<file path="src/rtl/xbar_pkg.sv">
package xbar_pkg;
  localparam int NUM_CLI = 3;
  localparam int NUM_MGR = 3;
  localparam int IDW     = 2;

  typedef enum logic [1:0] {
    TGT_BANK0 = 2'd0,
    TGT_BANK1 = 2'd1,
    TGT_IO    = 2'd2,
    TGT_NONE  = 2'd3
  } tgt_e;
endpackage

</file>
<file path="src/rtl/xbar_addr_dec.sv">
module xbar_addr_dec
  import xbar_pkg::*;
#(
  parameter int unsigned AW         = 12,
  parameter int unsigned MEM_BASE   = 'h800,
  parameter int unsigned MEM_SIZE   = 'h100,
  parameter int unsigned IO_BASE    = 'h100,
  parameter int unsigned IO_SIZE    = 'h10,
  parameter int unsigned STRIPE_BIT = 4
) (
  input  logic [AW-1:0] addr,
  output tgt_e          tgt
);
  localparam logic [AW:0] MEM_LO = (AW+1)'(MEM_BASE);
  localparam logic [AW:0] MEM_HI = (AW+1)'(MEM_BASE + MEM_SIZE);
  localparam logic [AW:0] IO_LO  = (AW+1)'(IO_BASE);
  localparam logic [AW:0] IO_HI  = (AW+1)'(IO_BASE + IO_SIZE);

  logic [AW:0] a_ext;
  logic        in_mem, in_io;

  always_comb begin
    a_ext  = {1'b0, addr};
    in_mem = (a_ext >= MEM_LO) && (a_ext < MEM_HI);
    in_io  = (a_ext >= IO_LO) && (a_ext < IO_HI);
    if (in_mem)     tgt = addr[STRIPE_BIT] ? TGT_BANK1 : TGT_BANK0;
    else if (in_io) tgt = TGT_IO;
    else            tgt = TGT_NONE;
  end
endmodule

</file>
<file path="src/rtl/xbar_rr_arb.sv">
module xbar_rr_arb #(
  parameter int N = 3
) (
  input  logic         clk,
  input  logic         rst_n,
  input  logic [N-1:0] req,
  input  logic         stall,
  input  logic         fire,
  output logic [N-1:0] gnt
);
  localparam int PW = (N > 1) ? $clog2(N) : 1;

  logic [PW-1:0] ptr;
  logic [PW-1:0] win;
  logic [N-1:0]  scan_gnt;
  logic [N-1:0]  held;
  logic          held_v;
  logic          found;

  always_comb begin
    scan_gnt = '0;
    win      = '0;
    found    = 1'b0;
    for (int k = 0; k < N; k++) begin
      int idx;
      idx = int'(ptr) + k;
      if (idx >= N) idx = idx - N;
      if (!found && req[idx]) begin
        scan_gnt[idx] = 1'b1;
        win           = PW'(idx);
        found         = 1'b1;
      end
    end
  end

  always_comb begin
    if (held_v && |(held & req)) gnt = held;
    else                         gnt = scan_gnt;
  end

  always_ff @(posedge clk) begin
    if (!rst_n) begin
      ptr    <= '0;
      held   <= '0;
      held_v <= 1'b0;
    end else begin
      held_v <= stall;
      held   <= gnt;
      if (fire) begin
        if (held_v && |(held & req)) begin
          for (int k = 0; k < N; k++)
            if (held[k]) ptr <= (k == N-1) ? '0 : PW'(k + 1);
        end else begin
          ptr <= (int'(win) == N-1) ? '0 : win + 1'b1;
        end
      end
    end
  end


  one_grant_chk: assert property (@(posedge clk) disable iff (!rst_n)
    $onehot0(gnt));


  grant_hold_chk: assert property (@(posedge clk) disable iff (!rst_n)
    stall |=> (gnt == $past(gnt)));
endmodule

</file>
<file path="src/rtl/xbar_err_rsp.sv">
module xbar_err_rsp (
  input  logic clk,
  input  logic rst_n,
  input  logic miss_valid,
  output logic miss_ready,
  output logic rsp_valid,
  input  logic rsp_ready
);
  logic pend;
  logic take;

  assign miss_ready = !pend;
  assign take       = miss_valid && !pend;
  assign rsp_valid  = pend;

  always_ff @(posedge clk) begin
    if (!rst_n) pend <= 1'b0;
    else        pend <= take || (pend && !rsp_ready);
  end


  err_next_cycle_chk: assert property (@(posedge clk) disable iff (!rst_n)
    take |=> rsp_valid);


  err_hold_chk: assert property (@(posedge clk) disable iff (!rst_n)
    (rsp_valid && !rsp_ready) |=> rsp_valid);
endmodule

</file>
<file path="src/rtl/xbar_rsp_sel.sv">
module xbar_rsp_sel #(
  parameter int NM  = 3,
  parameter int IDW = 2,
  parameter int DW  = 16,
  parameter int CID = 0
) (
  input  logic [NM-1:0]     mgr_valid,
  input  logic [NM*IDW-1:0] mgr_id,
  input  logic [NM*DW-1:0]  mgr_data,
  input  logic              err_valid,
  output logic              out_valid,
  output logic [DW-1:0]     out_data,
  output logic              out_err,
  output logic [NM-1:0]     src,
  output logic              take_err
);
  always_comb begin
    src      = '0;
    take_err = err_valid;
    out_data = '0;
    if (!err_valid) begin
      for (int m = 0; m < NM; m++) begin
        if (src == '0 && mgr_valid[m] && mgr_id[m*IDW +: IDW] == IDW'(CID)) begin
          src[m]   = 1'b1;
          out_data = mgr_data[m*DW +: DW];
        end
      end
    end
    out_valid = take_err || (|src);
    out_err   = take_err;
  end
endmodule

</file>
<file path="src/rtl/stripe_xbar.sv">
module stripe_xbar
  import xbar_pkg::*;
#(
  parameter int unsigned AW         = 12,
  parameter int unsigned DW         = 16,
  parameter int unsigned MEM_BASE   = 'h800,
  parameter int unsigned MEM_SIZE   = 'h100,
  parameter int unsigned IO_BASE    = 'h100,
  parameter int unsigned IO_SIZE    = 'h10,
  parameter int unsigned STRIPE_BIT = 4
) (
  input  logic                   clk,
  input  logic                   rst_n,
  input  logic [NUM_CLI-1:0]     cli_req_valid,
  output logic [NUM_CLI-1:0]     cli_req_ready,
  input  logic [NUM_CLI*AW-1:0]  cli_req_addr,
  input  logic [NUM_CLI*DW-1:0]  cli_req_wdata,
  input  logic [NUM_CLI-1:0]     cli_req_write,
  output logic [NUM_CLI-1:0]     cli_rsp_valid,
  input  logic [NUM_CLI-1:0]     cli_rsp_ready,
  output logic [NUM_CLI*DW-1:0]  cli_rsp_rdata,
  output logic [NUM_CLI-1:0]     cli_rsp_err,
  output logic [NUM_MGR-1:0]     mgr_req_valid,
  input  logic [NUM_MGR-1:0]     mgr_req_ready,
  output logic [NUM_MGR*AW-1:0]  mgr_req_addr,
  output logic [NUM_MGR*DW-1:0]  mgr_req_wdata,
  output logic [NUM_MGR-1:0]     mgr_req_write,
  output logic [NUM_MGR*IDW-1:0] mgr_req_id,
  input  logic [NUM_MGR-1:0]     mgr_rsp_valid,
  output logic [NUM_MGR-1:0]     mgr_rsp_ready,
  input  logic [NUM_MGR*DW-1:0]  mgr_rsp_rdata,
  input  logic [NUM_MGR*IDW-1:0] mgr_rsp_id
);
  localparam int NC = NUM_CLI;
  localparam int NM = NUM_MGR;
  localparam logic [AW:0] MEM_LO = (AW+1)'(MEM_BASE);
  localparam logic [AW:0] MEM_HI = (AW+1)'(MEM_BASE + MEM_SIZE);
  localparam logic [AW:0] IO_LO  = (AW+1)'(IO_BASE);
  localparam logic [AW:0] IO_HI  = (AW+1)'(IO_BASE + IO_SIZE);

  tgt_e                  dec_tgt [NC];
  logic [NC-1:0]         miss;
  logic [NC-1:0]         err_rdy;
  logic [NC-1:0]         err_pend;
  logic [NC-1:0]         err_take;
  logic [NM-1:0][NC-1:0] arb_req;
  logic [NM-1:0][NC-1:0] gnt;
  logic [NC-1:0][NM-1:0] rsp_src;

  // Request side: decode and error responder per client
  for (genvar c = 0; c < NC; c++) begin : g_cli
    xbar_addr_dec #(
      .AW(AW), .MEM_BASE(MEM_BASE), .MEM_SIZE(MEM_SIZE),
      .IO_BASE(IO_BASE), .IO_SIZE(IO_SIZE), .STRIPE_BIT(STRIPE_BIT)
    ) u_dec (
      .addr (cli_req_addr[c*AW +: AW]),
      .tgt  (dec_tgt[c])
    );

    assign miss[c] = (dec_tgt[c] == TGT_NONE);

    xbar_err_rsp u_err (
      .clk        (clk),
      .rst_n      (rst_n),
      .miss_valid (cli_req_valid[c] && miss[c]),
      .miss_ready (err_rdy[c]),
      .rsp_valid  (err_pend[c]),
      .rsp_ready  (cli_rsp_ready[c] && err_take[c])
    );

    xbar_rsp_sel #(.NM(NM), .IDW(IDW), .DW(DW), .CID(c)) u_rsel (
      .mgr_valid (mgr_rsp_valid),
      .mgr_id    (mgr_rsp_id),
      .mgr_data  (mgr_rsp_rdata),
      .err_valid (err_pend[c]),
      .out_valid (cli_rsp_valid[c]),
      .out_data  (cli_rsp_rdata[c*DW +: DW]),
      .out_err   (cli_rsp_err[c]),
      .src       (rsp_src[c]),
      .take_err  (err_take[c])
    );
  end

  // Per-manager arbitration
  for (genvar m = 0; m < NM; m++) begin : g_mgr
    always_comb begin
      for (int c = 0; c < NC; c++)
        arb_req[m][c] = cli_req_valid[c] && (int'(dec_tgt[c]) == m);
    end

    xbar_rr_arb #(.N(NC)) u_arb (
      .clk   (clk),
      .rst_n (rst_n),
      .req   (arb_req[m]),
      .stall (mgr_req_valid[m] && !mgr_req_ready[m]),
      .fire  (mgr_req_valid[m] && mgr_req_ready[m]),
      .gnt   (gnt[m])
    );

    always_comb begin
      mgr_req_valid[m]            = |gnt[m];
      mgr_req_addr[m*AW +: AW]    = '0;
      mgr_req_wdata[m*DW +: DW]   = '0;
      mgr_req_write[m]            = 1'b0;
      mgr_req_id[m*IDW +: IDW]    = '0;
      for (int c = 0; c < NC; c++) begin
        if (gnt[m][c]) begin
          mgr_req_addr[m*AW +: AW]  = cli_req_addr[c*AW +: AW];
          mgr_req_wdata[m*DW +: DW] = cli_req_wdata[c*DW +: DW];
          mgr_req_write[m]          = cli_req_write[c];
          mgr_req_id[m*IDW +: IDW]  = IDW'(c);
        end
      end
    end
  end

  // Client request ready
  always_comb begin
    for (int c = 0; c < NC; c++) begin
      cli_req_ready[c] = 1'b0;
      if (miss[c]) cli_req_ready[c] = err_rdy[c];
      else begin
        for (int m = 0; m < NM; m++)
          if (int'(dec_tgt[c]) == m)
            cli_req_ready[c] = mgr_req_ready[m] && gnt[m][c];
      end
    end
  end

  // Manager response ready follows the addressed client
  always_comb begin
    for (int m = 0; m < NM; m++) begin
      mgr_rsp_ready[m] = 1'b0;
      for (int c = 0; c < NC; c++)
        if (rsp_src[c][m] && cli_rsp_ready[c]) mgr_rsp_ready[m] = 1'b1;
    end
  end


  bank0_stripe_chk: assert property (@(posedge clk) disable iff (!rst_n)
    mgr_req_valid[0] |-> ({1'b0, mgr_req_addr[0 +: AW]} >= MEM_LO &&
                          {1'b0, mgr_req_addr[0 +: AW]} < MEM_HI &&
                          !mgr_req_addr[STRIPE_BIT]));


  bank1_stripe_chk: assert property (@(posedge clk) disable iff (!rst_n)
    mgr_req_valid[1] |-> ({1'b0, mgr_req_addr[AW +: AW]} >= MEM_LO &&
                          {1'b0, mgr_req_addr[AW +: AW]} < MEM_HI &&
                          mgr_req_addr[AW + STRIPE_BIT]));


  io_range_chk: assert property (@(posedge clk) disable iff (!rst_n)
    mgr_req_valid[2] |-> ({1'b0, mgr_req_addr[2*AW +: AW]} >= IO_LO &&
                          {1'b0, mgr_req_addr[2*AW +: AW]} < IO_HI));

  for (genvar m = 0; m < NM; m++) begin : g_rsp_chk

    rsp_to_owner_chk: assert property (@(posedge clk) disable iff (!rst_n)
      (mgr_rsp_valid[m] && mgr_rsp_ready[m]) |->
        (cli_rsp_valid[mgr_rsp_id[m*IDW +: IDW]] &&
         cli_rsp_ready[mgr_rsp_id[m*IDW +: IDW]]));
  end
endmodule

</file>
<file path="config.mk">
export PLATFORM = sky130hd
export DESIGN_NAME = stripe_xbar
export DESIGN_NICKNAME = d
export VERILOG_FILES = /design/src/rtl/xbar_pkg.sv /design/src/rtl/xbar_addr_dec.sv /design/src/rtl/xbar_rr_arb.sv /design/src/rtl/xbar_err_rsp.sv /design/src/rtl/xbar_rsp_sel.sv /design/src/rtl/stripe_xbar.sv
export SDC_FILE = /design/constraint.sdc
export NUM_CORES = 1
export LEC_CHECK = 0
export CORE_ASPECT_RATIO = 0.8
export CORE_MARGIN = 2
export CORE_UTILIZATION = 41
export CTS_BUF_LIST = sky130_fd_sc_hd__clkbuf_8
export CTS_CLUSTER_DIAMETER = 200
export DETAILED_ROUTE_END_ITERATION = 12
export PLACE_DENSITY = 0.9
export SETUP_SLACK_MARGIN = 0.2
export SLEW_MARGIN = 10
export SYNTH_ARGS = -nofsm -noshare
export SYNTH_HDL_FRONTEND = slang
export SYNTH_SLANG_ARGS = --single-unit
</file>
<file path="constraint.sdc">
create_clock -name clk -period 4.36 [get_ports clk]
set_input_delay 0.872 -clock clk [delete_from_list [all_inputs] [get_ports clk]]
set_output_delay 0.872 -clock clk [all_outputs]
set_load 0.02 [all_outputs]
</file>
==> summary.md, run 1 <==
| Metric | Value |
|---|---|
| Failed at | `global routing (5_1_grt)` |
| Post-Syn Area | `0.00571 sq mm` |
| Root Buffer | `clkbuf_8` |
| Post-CTS Hold Buffers | `0` |
| Error | `[ERROR GRT-0232] Routing congestion too high. Check the congestion heatmap in the GUI.` |
| PortBufs | `310` |
| TritonCTS sink count | `21` |
| Sequential-to-total area share from yosys stat | `0.0736` |
| Ys flop type | `dfxtp_1` |
| FFs w/ async S/R, synth | `0` |
| Largest cells by area after synthesis | `nor2_1 11%, nand2_1 9.4%, a21oi_1 8.7%` |
| Status | `aborted with a tool error` |
| TritonCTS buffer count | `3` |
| Worst EP post-GRT repair | `mgr_req_wdata[40]` |
| Initial Util | `0.420` |
| Die Wd | `136 microns` |
| Yosys reg bits | `21` |
| Synth unique cells | `85` |
| Number of synthesized flops with an enable pin | `0` |
| Cell Rows | `38` |
| Syn_nets | `1116` |
| Largest net degree at the start of global routing | `38` |
| I/O pin cnt | `311` |
| Synth area leader | `nor2_1` |
| Ys Warns | `0` |
| GRT Total Usage | `0.728` |
| Placement Setup Slack | `-813 ps` |
| DIE HEIGHT | `110 microns` |
| Overflow left after global routing | `7` |
| Worst ep type | `top-level output` |
| Detail Placement HPWL | `23600 microns` |
| H-tree levels | `1` |
| GP Congestion | `1.10` |
| Gate Count Post-Synth | `949` |
| CTS max path bufs | `2` |
| Synth top area share | `0.106` |
| Syn avg cell area | `6.02 sq um` |
## Yosys cell counts, types with 10 or more instances
cell,n
buf_2,10
a21oi_1,99
nand2b_1,12
o21a_1,29
a221o_1,28
nand4_1,11
ha_1,12
inv_1,29
nor2_1,161
o211ai_1,23
nand2_1,143
o21ai_0,41
and3_1,33
dfxtp_1,21
nor3_1,12
nor4_1,52
clkbuf_1,61
nand3_1,16
## metal layers
metal  overflow  track usage
met5          0        0.212
met4          2        0.749
met3          0        0.579
met2          5        0.900
met1          0        0.719
## per-stage QoR
step	cells	TNS [ps]	utilization	area, sq um
2_1_floorplan	949	0	-	5720
3_3_place_gp	1498	-63970	0.737	10000
3_5_place_dp	1498	-69000	0.737	10000
4_1_cts	1552	0	0.798	10800
## timing repair
item                       4_1_cts
buffers inserted                40
setup endpoints to repair      103
cloned                          10
pin swaps                       81
gates resized for setup        635
## cells by family after synthesis
family | share of synthesized area
simple gates | 0.420
compound gates | 0.373
buf+inv | 0.0982
flops | 0.0736
fa+ha+maj | 0.0298
mux | 0.00548
==> inputs of run 2 (changes only) <==
Settings changed: CORE_ASPECT_RATIO 0.8 to not set, CORE_UTILIZATION 41 to 27, CTS_BUF_LIST sky130_fd_sc_hd__clkbuf_8 to not set, CTS_CLUSTER_DIAMETER 200 to not set, PLACE_DENSITY 0.9 to not set, PLACE_DENSITY_LB_ADDON set to 0.15, SETUP_SLACK_MARGIN 0.2 to not set.
==> run 2 against run 1 <==
The flow now finishes without violations. Area after synthesis unchanged. Synthesized cell count unchanged.
==> summary.md, run 2 <==
| Metric | Value |
|---|---|
| Hold Crit Class | `register to register` |
| Slowest stage delay, CP | `340 ps` |
| Initial antenna violation count | `1` |
| Minimum clock period | `4340 ps` |
| TritonCTS buffer count | `3 (unchanged)` |
| Max_slew headroom | `0.342` |
| Endpoints failing setup | `0` |
| Biggest regs | `g_mgr.u_arb.held (9), g_mgr.u_arb.ptr (6)` |
| DIE HEIGHT | `149 microns (was 110 microns)` |
| Final hold vios | `0` |
| Worst slew pin tran | `986 ps` |
| Reg with most FFs | `g_mgr.u_arb.held` |
| Detail Placement HPWL | `24500 microns (was 23600 microns)` |
| DR vias/cell | `5.62` |
| Synth top area share | `0.106 (unchanged)` |
| Crit path buffers/inverters | `4` |
| Initial DRC Count | `611` |
| Sequential-to-total area share from yosys stat | `0.0736 (unchanged)` |
| Worst vdd ir | `131 uV` |
| Startpoint type of the worst setup path | `input pin` |
| Ys flop type | `dfxtp_1 (unchanged)` |
| Fin nets | `1522` |
| Critical path fanouts, max | `6` |
| Critical path's slowest cell | `a221o_1` |
| Cell Rows | `53 (was 38)` |
| Gate Count Post-Synth | `949 (unchanged)` |
| Clock power share | `0.175` |
| Number of fill cells | `2177` |
| CTS tree | `built` |
| I/O pin cnt | `311 (unchanged)` |
| Initial Util | `0.273 (was 0.420)` |
| Commonest non-fill, non-tap cell in the layout | `clkdlybuf4s50_1` |
| Psw | `0.495 mW` |
| Most numerous cell in the Yosys netlist | `nor2_1 (unchanged)` |
| RSZ-0062 raised after global routing | `yes` |
| Final Core Density | `0.504` |
| PortBufs | `310 (unchanged)` |
| Layout area overhead | `84.4%` |
| Final WL | `32600 microns` |
| Core Footprint | `0.0209 sq mm` |
| Maxcap violations | `0` |
| Sequential Power Share | `0.180` |
| Req. time, crit path | `3490 ps` |
| Synth area leader | `nor2_1 (unchanged)` |
| Overflow left after global routing | `0` |
| Post-CTS Hold Buffers | `0 (unchanged)` |
| CP top delay family | `simple AND/OR/NAND/NOR gates` |
| First-pass GRT wire length | `48900 microns` |
| Commonest non-fill, non-tap cells in the layout | `184 x clkdlybuf4s50_1, 158 x nor2_1, 155 x buf_4, 141 x nand2_1, 93 x a21oi_1` |
| Commonest cells post-synth | `161 x nor2_1, 143 x nand2_1, 99 x a21oi_1, 61 x clkbuf_1, 52 x nor4_1 (unchanged)` |
| H-tree levels | `1 (unchanged)` |
| GP Congestion | `0.925 (was 1.10)` |
| Largest cells by area after synthesis | `nor2_1 11%, nand2_1 9.4%, a21oi_1 8.7% (unchanged)` |
| Pint | `0.702 mW` |
| Root Buffer | `clkbuf_16 (was clkbuf_8)` |
| Number of flip-flops under the largest register name | `9` |
| Worst-path cell chain | `dlygate4sd2_1 > nor4b_2 > buf_4 > nand2_4 > nor4b_4 > nand4_1 > and3_4 > a21o_1 > and2_4 > buf_8 > a221o_1 > buf_6` |
| Fmax | `0.231 GHz` |
| Crit Path Class | `input pin to primary output` |
| Routed len/inst | `20.0 microns` |
| Synth unique cells | `85 (unchanged)` |
| FFs w/ async S/R, synth | `0 (unchanged)` |
| DRT antenna net count | `0` |
| Sw frac | `0.414` |
| Fin. max-slew vios | `0` |
| CP endpoint kind | `primary output` |
| Leakage | `4.54 nW` |
| CTS clk-pin slew, worst paths | `70 ps` |
| CTS max path bufs | `2 (unchanged)` |
| Post-Syn Area | `0.00571 sq mm (unchanged)` |
| Pwr per Cell Area | `114 mW/mm^2` |
| 1st-pass router iterations | `5` |
| GRT Total Usage | `0.274` |
| Yosys reg bits | `21 (unchanged)` |
| Fraction of layout cells with a size suffix above 1 | `0.283` |
| Syn avg cell area | `6.02 sq um (unchanged)` |
| Combinational Power Share | `0.644` |
| Worst skew pair latency | `270 ps` |
| Tcrit/Tclk final | `0.995` |
| Overall power | `1.20 mW` |
| Status | `complete, no violations (was aborted with a tool error)` |
| Largest net degree at the start of global routing | `46` |
| TritonCTS sink count | `21 (unchanged)` |
| Clock Skew | `9.17 ps` |
| Die area | `0.0223 sq mm` |
| Syn_nets | `1116 (unchanged)` |
| Vias in the first global route | `8622` |
| Vias post-DR | `9160` |
| Ys Warns | `0 (unchanged)` |
| Number of synthesized flops with an enable pin | `0 (unchanged)` |
| Flop-to-flop setup slack | `1400 ps` |
| Die Wd | `149 microns (was 136 microns)` |
| # DRC | `0` |
| Worst Path Arrival | `3470 ps` |
run 2: cell counts after synthesis:
No cell type changed its count.
run 2: power groups by stage:
stage | clock network (mW) | registers (mW) | logic, mW
finish | 0.210 | 0.216 | 0.771
global route | 0.216 | 0.217 | 0.818
CTS | 0.212 | 0.215 | 0.752
detailed placement | 0 | 0.219 | 0.743
global placement | 0 | 0.219 | 0.743
floorplan | 0 | 0.204 | 0.313
run 2: worst paths after layout:
kind / startpoint / endpoint / depth (start not counted)
worst min-delay path: g_mgr[2].u_arb.ptr[0] / g_mgr[2].u_arb.ptr[0] / 2
worst min register to register: g_mgr[2].u_arb.ptr[0] / g_mgr[2].u_arb.ptr[0] / 2
worst max register to register: g_mgr[1].u_arb.ptr[0] / g_mgr[1].u_arb.ptr[1] / 12
worst max-delay path: cli_req_addr[6] / mgr_req_wdata[42] / 12
run 2: layout make-up:
class | instances | area, sq um | share of cell area
antenna | 1 | 2.50 | 0.000238
clock buffer | 4 | 78.8 | 0.00749
inverter | 29 | 109 | 0.0103
multi-input combinational | 809 | 5200 | 0.494
sequential | 21 | 420 | 0.0399
tap | 275 | 344 | 0.0327
timing repair buffer | 491 | 4370 | 0.415
run 2: routing by layer:
| metal | track usage | part of all wire | vias up |
|---|---|---|---|
| met4 | 0.0814 | 0.027 | 0 |
| met1 | 0.339 | 0.40 | 4309 |
| met3 | 0.0561 | 0.094 | 55 |
| met5 | 0 | 0 | - |
| li1 | - | - | 4309 |
| met2 | 0.478 | 0.48 | 487 |
run 2: cells by family after synthesis:
kind of cell / Yosys count / share of synthesized area
and+or+nand+nor: 491 / 0.420
AOI/OAI and AO/OA: 301 / 0.373
buffers and inverters: 119 / 0.0982
DFF: 21 / 0.0736
adders and majority gates: 14 / 0.0298
muxes: 3 / 0.00548
run 2: per-stage QoR:
step | std cells | TNS (ps) | setup WS [ps] | hold slack, ps | area, sq um
2_1_floorplan | 949 | 0 | 160 | 473 | 5710
6_report | 1630 | 0 | 21.8 | 510 | 10500
3_3_place_gp | 1607 | -76740 | -930 | 498 | 10100
4_1_cts | 1622 | -1.44 | -1.44 | 516 | 10300
5_1_grt | 1630 | -890 | -53.4 | 537 | 10500
3_5_place_dp | 1607 | -75630 | -919 | 506 | 10100
run 2: repair_timing:
action	CTS	global route
pin swaps	32	20
setup endpoints to repair	99	97
gates cloned	3	3
setup buffers	9	5
resized for setup	535	78
run 2: worst register-to-register path, delay by kind of cell, from the launching register on:
kind / cells / cell delay, ps
flip-flops: 1 / 370
AO/OA/AOI/OAI: 5 / 1150
buffers and inverters: 4 / 560
AND/OR/NAND/NOR: 2 / 350
adder cells (fa/ha/maj): 1 / 450
Power figures use the tool's default switching activity.
==> inputs of run 3 (changes only) <==
Settings changed: GPL_TIMING_DRIVEN set to 0.
==> run 3 against run 2 <==
The run now ends with negative setup slack left. Largest cell class unchanged. Worst hold slack worse by 1.3 ps. Largest power group unchanged. Die area is the same. Setup slack worse by 180 ps. Total power increased by 2.8%.
==> summary.md, run 3 (same netlist as run 2, synthesis figures left out) <==
| Metric | Value |
|---|---|
| Vias post-DR | `9534 (was 9160)` |
| HP Start | `g_mgr[2].u_arb.ptr[0] (unchanged)` |
| Cell Rows | `53 (unchanged)` |
| Req. time, crit path | `3490 ps (about the same)` |
| GRT Total Usage | `0.309 (was 0.274)` |
| Failing checks | `negative setup slack` |
| H-tree levels | `1 (unchanged)` |
| Reg2Reg Depth | `12 (unchanged)` |
| CP top delay family | `simple AND/OR/NAND/NOR gates (unchanged)` |
| Max_slew headroom | `0.564 (was 0.342)` |
| Crit Path Class | `input pin to primary output (unchanged)` |
| DIE HEIGHT | `149 microns (unchanged)` |
| Reg with most FFs | `g_mgr.u_arb.held (unchanged)` |
| Pint | `0.702 mW (about the same)` |
| Final hold vios | `0 (unchanged)` |
| Maxcap violations | `0 (unchanged)` |
| DR vias/cell | `5.86 (was 5.62)` |
| Pwr per Cell Area | `109 mW/mm^2 (was 114 mW/mm^2)` |
| Critical path's slowest cell | `or4b_4 (was a221o_1)` |
| Startpoint type of the worst setup path | `input pin (unchanged)` |
| Worst Path Arrival | `3650 ps (was 3470 ps)` |
| Commonest non-fill, non-tap cell in the layout | `clkdlybuf4s50_1 (unchanged)` |
| Hold Crit Class | `register to register (unchanged)` |
| Worst slew pin tran | `644 ps (was 986 ps)` |
| TritonCTS buffer count | `3 (unchanged)` |
| GP Congestion | `0.959 (was 0.925)` |
| Fin. max-slew vios | `0 (unchanged)` |
| CTS max path bufs | `2 (unchanged)` |
| Combinational Power Share | `0.658 (was 0.644)` |
| Worst Hold Path EP | `g_mgr[2].u_arb.ptr[0] (unchanged)` |
| Vias in the first global route | `9067 (was 8622)` |
| Fin nets | `1520 (was 1522)` |
| Initial DRC Count | `870 (was 611)` |
| TritonCTS sink count | `21 (unchanged)` |
| First-pass GRT wire length | `54100 microns (was 48900 microns)` |
| Minimum clock period | `4520 ps (was 4340 ps)` |
| Placed cell count | `1531 (was 1607)` |
| Leakage | `4.81 nW (was 4.54 nW)` |
| Detail Placement HPWL | `26400 microns (was 24500 microns)` |
| Biggest regs | `g_mgr.u_arb.held (9), g_mgr.u_arb.ptr (6) (unchanged)` |
| CP endpoint kind | `primary output (unchanged)` |
| Setup WS post-layout | `-163 ps (was 21.8 ps)` |
| Largest net degree at the start of global routing | `14 (was 46)` |
| CTS clk-pin slew, worst paths | `60 ps (was 70 ps)` |
| Final WL | `37500 microns (was 32600 microns)` |
| Tcrit/Tclk final | `1.04 (was 0.995)` |
| Routed len/inst | `23.0 microns (was 20.0 microns)` |
| Placed cell area | `0.00913 sq mm (was 0.0101 sq mm)` |
| Hold path cells | `2 (unchanged)` |
| Initial antenna violation count | `1 (unchanged)` |
| Worst skew pair latency | `270 ps (about the same)` |
| Reg-to-reg endpoint | `g_mgr[0].u_arb.ptr[0] (was g_mgr[1].u_arb.ptr[1])` |
| Clock Skew | `8.04 ps (was 9.17 ps)` |
| Die area | `0.0223 sq mm (unchanged)` |
| Flop-to-flop setup slack | `1350 ps (was 1400 ps)` |
| PortBufs | `307 (was 310)` |
| Core Footprint | `0.0209 sq mm (unchanged)` |
| # DRC | `0 (unchanged)` |
| Final instance area | `0.0113 sq mm (was 0.0105 sq mm)` |
| Psw | `0.528 mW (was 0.495 mW)` |
| Slowest stage delay, CP | `560 ps (was 340 ps)` |
| Crit path buffers/inverters | `6 (was 4)` |
| Endpoints failing setup | `64 (was 0)` |
| Status | `finished, violations left (was complete, no violations)` |
| DRT antenna net count | `0 (unchanged)` |
| Layout area overhead | `97.3% (was 84.4%)` |
| Clock power share | `0.178 (was 0.175)` |
| Commonest non-fill, non-tap cells in the layout | `164 x clkdlybuf4s50_1, 142 x nor2_1, 138 x nand2_1, 107 x buf_4, 89 x buf_6 (was 184 x clkdlybuf4s50_1, 158 x nor2_1, 155 x buf_4, 141 x nand2_1, 93 x a21oi_1)` |
| Initial Util | `0.273 (unchanged)` |
| Fmax | `0.221 GHz (was 0.231 GHz)` |
| Overall power | `1.23 mW (was 1.20 mW)` |
| RSZ-0062 raised after global routing | `yes (unchanged)` |
| WHS | `509 ps (was 510 ps)` |
| Root Buffer | `clkbuf_16 (unchanged)` |
| Sw frac | `0.429 (was 0.414)` |
| Number of flip-flops under the largest register name | `9 (unchanged)` |
| Critical path fanouts, max | `10 (was 6)` |
| RR Startpoint | `g_mgr[0].u_arb.ptr[1] (was g_mgr[1].u_arb.ptr[0])` |
| Overflow left after global routing | `0 (unchanged)` |
| CTS tree | `built (unchanged)` |
| I/O pin cnt | `311 (unchanged)` |
| 1st-pass router iterations | `5 (unchanged)` |
| Worst vdd ir | `107 uV (was 131 uV)` |
| Fin cells | `1628 (was 1630)` |
| Worst-path cell chain | `buf_12 > or4b_4 > buf_8 > or3_4 > or3_4 > buf_4 > a31oi_4 > o22ai_4 > buf_6 > buf_8 > o211ai_1 > o21a_1 > buf_6 (was dlygate4sd2_1 > nor4b_2 > buf_4 > nand2_4 > nor4b_4 > nand4_1 > and3_4 > a21o_1 > and2_4 > buf_8 > a221o_1 > buf_6)` |
| Final Core Density | `0.539 (was 0.504)` |
| Sequential Power Share | `0.164 (was 0.180)` |
| Fraction of layout cells with a size suffix above 1 | `0.315 (was 0.283)` |
| Die Wd | `149 microns (unchanged)` |
==> run 3: changes by cell type in the layout (fill, tap and decap cells not counted), sizes merged <==
cell | before | now
a21oi | 99 | 100
dlymetal6s2s | 0 | 15
dlygate4sd2 | 15 | 9
clkdlybuf4s50 | 184 | 164
clkinvlp | 0 | 1
buf | 280 | 249
clkdlybuf4s15 | 2 | 3
clkbuf | 14 | 51
==> run 3: power by group through the flow <==
stage               combinational, mW  clock, mW  sequential (mW)
finish                          0.809      0.219            0.202
global route                    0.852      0.226            0.202
CTS                             0.774      0.218            0.202
detailed placement              0.723          0            0.206
global placement                0.724          0            0.206
floorplan                       0.313          0            0.204
==> run 3: worst reg2reg max path, stage by stage (launching register included) <==
cell,delay (ps)
dfxtp_1,370
inv_1,80
ha_1,190
clkbuf_1,260
nand2b_1,280
a2111o_1,450
a31oi_4,230
o21ai_1,130
a21oi_4,210
buf_4,210
o31a_1,220
o311a_1,190
nor3_1,40
==> run 3: worst max-delay path by stage <==
| stage | to | depth (start not counted) | startpoint | slack, ps |
|---|---|---|---|---|
| 2_1_floorplan | mgr_req_addr[8] | 10 | cli_req_addr[8] | 160 |
| 3_3_place_gp | mgr_req_addr[6] | 11 | cli_req_addr[20] | -2230 |
| 3_5_place_dp | mgr_req_addr[6] | 11 | cli_req_addr[20] | -2080 |
| 4_1_cts | cli_req_ready[0] | 14 | cli_req_addr[10] | -150 |
| 5_1_grt | mgr_req_addr[24] | 17 | cli_req_addr[31] | -230 |
| 6_report | mgr_req_write[1] | 13 | cli_req_addr[10] | -160 |
==> run 3: final cells by class <==
class | count | area [sq um]
multi-input combinational | 810 | 5550
tap | 275 | 344
inverter | 29 | 109
sequential | 21 | 420
clock buffer | 3 | 75.1
clock inverter | 1 | 7.51
timing repair buffer | 403 | 4000
antenna | 1 | 2.50
buffer | 85 | 752
fill | 2076 | 9620
==> run 3: what timing repair did <==
item	in CTS	in global routing
resized for setup	848	220
buffers inserted	57	31
endpoints found under the hold margin	0	0
setup endpoints to repair	145	121
hold buffers	0	0
pin swaps	71	54
cloned	9	5
==> run 3: routing by layer <==
metal | track usage | up-vias | part of all wire
met1 | 0.374 | 4519 | 0.38
met2 | 0.546 | 621 | 0.49
met3 | 0.0713 | 84 | 0.11
met5 | 0 | - | 0
li1 | - | 4310 | -
met4 | 0.0857 | 0 | 0.031
==> run 3: stage by stage <==
step	TNS, ps	setup slack (ps)
floorplan	0	160
global placement	-206010	-2230
global route	-10370	-228
detailed placement	-198600	-2080
CTS	-3520	-148
finish	-5080	-163
==> inputs of run 4 (changes only) <==
--- a/config.mk
+++ b/config.mk
@@ -11,3 +11,3 @@
 export GPL_TIMING_DRIVEN = 0
-export PLACE_DENSITY_LB_ADDON = 0.15
+export PLACE_DENSITY = 0.66
 export SLEW_MARGIN = 10
@@ -15,2 +15,3 @@
 export SYNTH_HDL_FRONTEND = slang
+export SYNTH_HIERARCHICAL = 1
 export SYNTH_SLANG_ARGS = --single-unit
--- a/constraint.sdc
+++ b/constraint.sdc
@@ -3,2 +3,2 @@
 set_output_delay 0.872 -clock clk [all_outputs]
-set_load 0.02 [all_outputs]
+set_load 0.01 [all_outputs]
==> run 4 against run 3 <==
The flow still finishes with violations (negative setup slack). Area after synthesis rose by 6.8%. Core utilization fell by 2.7 points. Clock skew fell by 6.7 ps. Combinational power fell by 18%. Clock power fell by 11%. Via count fell by 1.9%. Global-route usage fell by 5.4 points. Cell area barely moved. Sequential cell count did not move. Die area rose by 6.6%. Routed wire length fell by 9.2%. Synthesized cell count fell by 2.7%. Critical path type unchanged. Highest routed layer unchanged.
==> summary.md, run 4 <==
| Metric | Value |
|---|---|
| GRT Total Usage | `0.255 (was 0.309)` |
| Worst-path cell chain | `buf_8 > or4b_4 > a2bb2oi_4 > buf_4 > buf_6 > nor2_4 > buf_6 > mux2i_2 > or2_1 > o311a_4 > mux2_4 > and2_1 > mux4_2 > buf_6 (was buf_12 > or4b_4 > buf_8 > or3_4 > or3_4 > buf_4 > a31oi_4 > o22ai_4 > buf_6 > buf_8 > o211ai_1 > o21a_1 > buf_6)` |
| TritonCTS sink count | `21 (unchanged)` |
| Sequential Power Share | `0.190 (was 0.164)` |
| RSZ-0062 raised after global routing | `yes (unchanged)` |
| Combinational Power Share | `0.627 (was 0.658)` |
| Worst vdd ir | `99.6 uV (was 107 uV)` |
| Die area | `0.0238 sq mm (was 0.0223 sq mm)` |
| Die Wd | `154 microns (was 149 microns)` |
| Number of flip-flops under the largest register name | `9 (unchanged)` |
| Number of fill cells | `2069 (was 2076)` |
| Post-Synth XOR/XNOR Area | `0 (unchanged)` |
| Pwr per Cell Area | `94.1 mW/mm^2 (was 109 mW/mm^2)` |
| Fmax | `0.212 GHz (was 0.221 GHz)` |
| Pint | `0.668 mW (was 0.702 mW)` |
| Ys Warns | `6 (was 0)` |
| Detail Placement HPWL | `22800 microns (was 26400 microns)` |
| Critical path fanouts, max | `7 (was 10)` |
| Post-Syn Area | `0.00610 sq mm (was 0.00571 sq mm)` |
| Crit Path Class | `input pin to primary output (unchanged)` |
| Synth area leader | `a21oi_1 (was nor2_1)` |
| CP most frequent cell | `buf_6` |
| Worst skew pair latency | `250 ps (was 270 ps)` |
| TritonCTS buffer count | `3 (unchanged)` |
| Yosys reg bits | `21 (unchanged)` |
| Setup WS post-layout | `-361 ps (was -163 ps)` |
| Overall power | `1.06 mW (was 1.23 mW)` |
| Req. time, crit path | `3490 ps (about the same)` |
| DIE HEIGHT | `154 microns (was 149 microns)` |
| Hold Crit Class | `register to register (unchanged)` |
| DR vias/cell | `5.80 (was 5.86)` |
| Biggest regs | `g_mgr.u_arb/held (9), g_mgr.u_arb/ptr (6) (was g_mgr.u_arb.held (9), g_mgr.u_arb.ptr (6))` |
| GP Congestion | `0.897 (was 0.959)` |
| Worst Path Arrival | `3850 ps (was 3650 ps)` |
| Syn_nets | `1090 (was 1116)` |
| Post-CTS Hold Buffers | `0 (unchanged)` |
| Worst slew pin tran | `802 ps (was 644 ps)` |
| Overflow left after global routing | `0 (unchanged)` |
| Commonest non-fill, non-tap cell in the layout | `clkdlybuf4s50_1 (unchanged)` |
| Maxcap violations | `0 (unchanged)` |
| Critical path's slowest cell | `or4b_4 (unchanged)` |
| Simple-Gate Fraction of Synth Area | `0.435 (was 0.420)` |
| Syn avg cell area | `6.61 sq um (was 6.02 sq um)` |
| Final hold vios | `0 (unchanged)` |
| Synth top area share | `0.190 (was 0.106)` |
| Cell Rows | `54 (was 53)` |
| Sequential-to-total area share from yosys stat | `0.0689 (was 0.0736)` |
| Final Core Density | `0.512 (was 0.539)` |
| Ys flop type | `dfxtp_1 (unchanged)` |
| Minimum clock period | `4720 ps (was 4520 ps)` |
| Routed len/inst | `21.1 microns (was 23.0 microns)` |
| Max_slew headroom | `0.463 (was 0.564)` |
| Most numerous cell in the Yosys netlist | `a21oi_1 (was nor2_1)` |
| Leakage | `4.33 nW (was 4.81 nW)` |
| Vias in the first global route | `8740 (was 9067)` |
| Synthesized-area fraction occupied by adder cells | `0.0246 (was 0.0298)` |
| First-pass GRT wire length | `50000 microns (was 54100 microns)` |
| Placement Setup Slack | `-1880 ps (was -2080 ps)` |
| Commonest cells post-synth | `232 x a21oi_1, 96 x nor2b_1, 91 x nand3b_1, 60 x nor2_1, 57 x nand3_1 (was 161 x nor2_1, 143 x nand2_1, 99 x a21oi_1, 61 x clkbuf_1, 52 x nor4_1)` |
| Post-synthesis mux area share | `0.0283 (was 0.00548)` |
| Vias post-DR | `9357 (was 9534)` |
| DRT antenna net count | `0 (unchanged)` |
| Layout area overhead | `84.9% (was 97.3%)` |
| Largest net degree at the start of global routing | `25 (was 14)` |
| Fin. max-slew vios | `0 (unchanged)` |
| PortBufs | `310 (was 307)` |
| Commonest non-fill, non-tap cells in the layout | `187 x clkdlybuf4s50_1, 136 x a21oi_1, 101 x buf_2, 94 x nor2b_1, 93 x a21oi_2 (was 164 x clkdlybuf4s50_1, 142 x nor2_1, 138 x nand2_1, 107 x buf_4, 89 x buf_6)` |
| Largest cells by area after synthesis | `a21oi_1 19%, nand3b_1 11%, nor2b_1 9.8% (was nor2_1 11%, nand2_1 9.4%, a21oi_1 8.7%)` |
| Reg with most FFs | `g_mgr.u_arb/held (was g_mgr.u_arb.held)` |
| Initial Util | `0.277 (was 0.273)` |
| Clock Skew | `1.37 ps (was 8.04 ps)` |
| Gate Count Post-Synth | `923 (was 949)` |
| Startpoint type of the worst setup path | `input pin (unchanged)` |
| Psw | `0.394 mW (was 0.528 mW)` |
| Root Buffer | `clkbuf_16 (unchanged)` |
| CP endpoint kind | `primary output (unchanged)` |
| CTS tree | `built (unchanged)` |
| Largest family of logic cells by synthesized area | `simple AND/OR/NAND/NOR gates (unchanged)` |
| Slowest stage delay, CP | `570 ps (was 560 ps)` |
| Core Footprint | `0.0220 sq mm (was 0.0209 sq mm)` |
| Number of synthesized flops with an enable pin | `0 (unchanged)` |
| Fraction of layout cells with a size suffix above 1 | `0.354 (was 0.315)` |
| Initial antenna violation count | `0 (was 1)` |
| Synth unique cells | `56 (was 85)` |
| Antenna cells | `0 (was 1)` |
| Initial DRC Count | `881 (was 870)` |
| Complex-gate fraction of the synthesized area | `0.343 (was 0.373)` |
| Clock power share | `0.183 (was 0.178)` |
| Endpoints failing setup | `97 (was 64)` |
| Final WL | `34000 microns (was 37500 microns)` |
| Reg2Reg Depth | `13 (was 12)` |
| Failing checks | `negative setup slack (unchanged)` |
| Tcrit/Tclk final | `1.08 (was 1.04)` |
| Status | `finished, violations left (unchanged)` |
| Hold path cells | `2 (unchanged)` |
| Sw frac | `0.371 (was 0.429)` |
| CTS clk-pin slew, worst paths | `60 ps (about the same)` |
| FFs w/ async S/R, synth | `0 (unchanged)` |
| H-tree levels | `1 (unchanged)` |
| 1st-pass router iterations | `7 (was 5)` |
| CTS max path bufs | `2 (unchanged)` |
| Fin nets | `1500 (was 1520)` |
| I/O pin cnt | `311 (unchanged)` |
| # DRC | `0 (unchanged)` |
run 4: per-stage QoR:
| step | cells | cell area (sq um) | TNS, ps | hold slack [ps] |
|---|---|---|---|---|
| 6_report | 1612 | 11300 | -25470 | 599 |
| 5_1_grt | 1612 | 11300 | -31520 | 643 |
| 4_1_cts | 1588 | 10700 | -13000 | 616 |
| 3_5_place_dp | 1513 | 9560 | -157120 | 606 |
| 3_3_place_gp | 1513 | 9560 | -153950 | 592 |
| 2_1_floorplan | 923 | 6110 | 0 | 534 |
run 4: per-layer routing:
| metal | vias to the layer above | global-route usage | wire, microns | share of wire |
|---|---|---|---|---|
| met5 | - | 0 | 0 | 0 |
| met4 | 0 | 0.0692 | 1190 | 0.035 |
| met3 | 105 | 0.0350 | 2700 | 0.079 |
| met2 | 566 | 0.436 | 16400 | 0.48 |
| met1 | 4468 | 0.337 | 13700 | 0.40 |
| li1 | 4218 | - | - | - |
run 4: kinds of logic after synthesis:
kind of cell	after synthesis
flops	21
fa+ha+maj	12
mux	12
simple gates	429
buf+inv	107
compound gates	342
run 4: power by group through the flow:
stage | logic (mW) | registers [mW] | clock network, mW
after floorplan | 0.225 | 0.204 | 0
after global placement | 0.605 | 0.206 | 0
after detailed placement | 0.608 | 0.206 | 0
after CTS | 0.639 | 0.202 | 0.199
after global routing | 0.698 | 0.203 | 0.205
final | 0.666 | 0.202 | 0.194
run 4: worst paths after layout:
kind,start,to,slack (ps)
worst max-delay path,cli_req_addr[33],cli_req_ready[1],-360
worst min-delay path,g_cli[2].u_err/rsp_valid,g_cli[2].u_err/rsp_valid,600
worst max register to register,g_mgr[0].u_arb/ptr[0],g_mgr[0].u_arb/ptr[0],1220
worst min register to register,g_cli[2].u_err/rsp_valid,g_cli[2].u_err/rsp_valid,600
run 4: area by class of cell:
| type | count | area, sq um | area share |
|---|---|---|---|
| Inverter | 24 | 90.1 | 0.00799 |
| Clock buffer | 3 | 75.1 | 0.00666 |
| Multi-Input combinational cell | 796 | 5900 | 0.523 |
| Sequential cell | 21 | 420 | 0.0373 |
| Buffer | 82 | 823 | 0.0730 |
| Tap cell | 280 | 350 | 0.0311 |
| Timing Repair Buffer | 405 | 3610 | 0.320 |
| Clock inverter | 1 | 5.00 | 0.000444 |
run 4: worst max-delay path, delay by kind of cell:
kind | cells | cell delay [ps]
AND/OR/NAND/NOR | 4 | 1070
AO/OA/AOI/OAI | 2 | 330
buffers and inverters | 5 | 640
multiplexers | 3 | 930
run 4: timing repair:
item                       in CTS  in global routing
pin swaps                      52                 42
resized for setup             685                104
cloned                          8                  2
setup buffers                  63                 23
setup endpoints to repair     106                 97
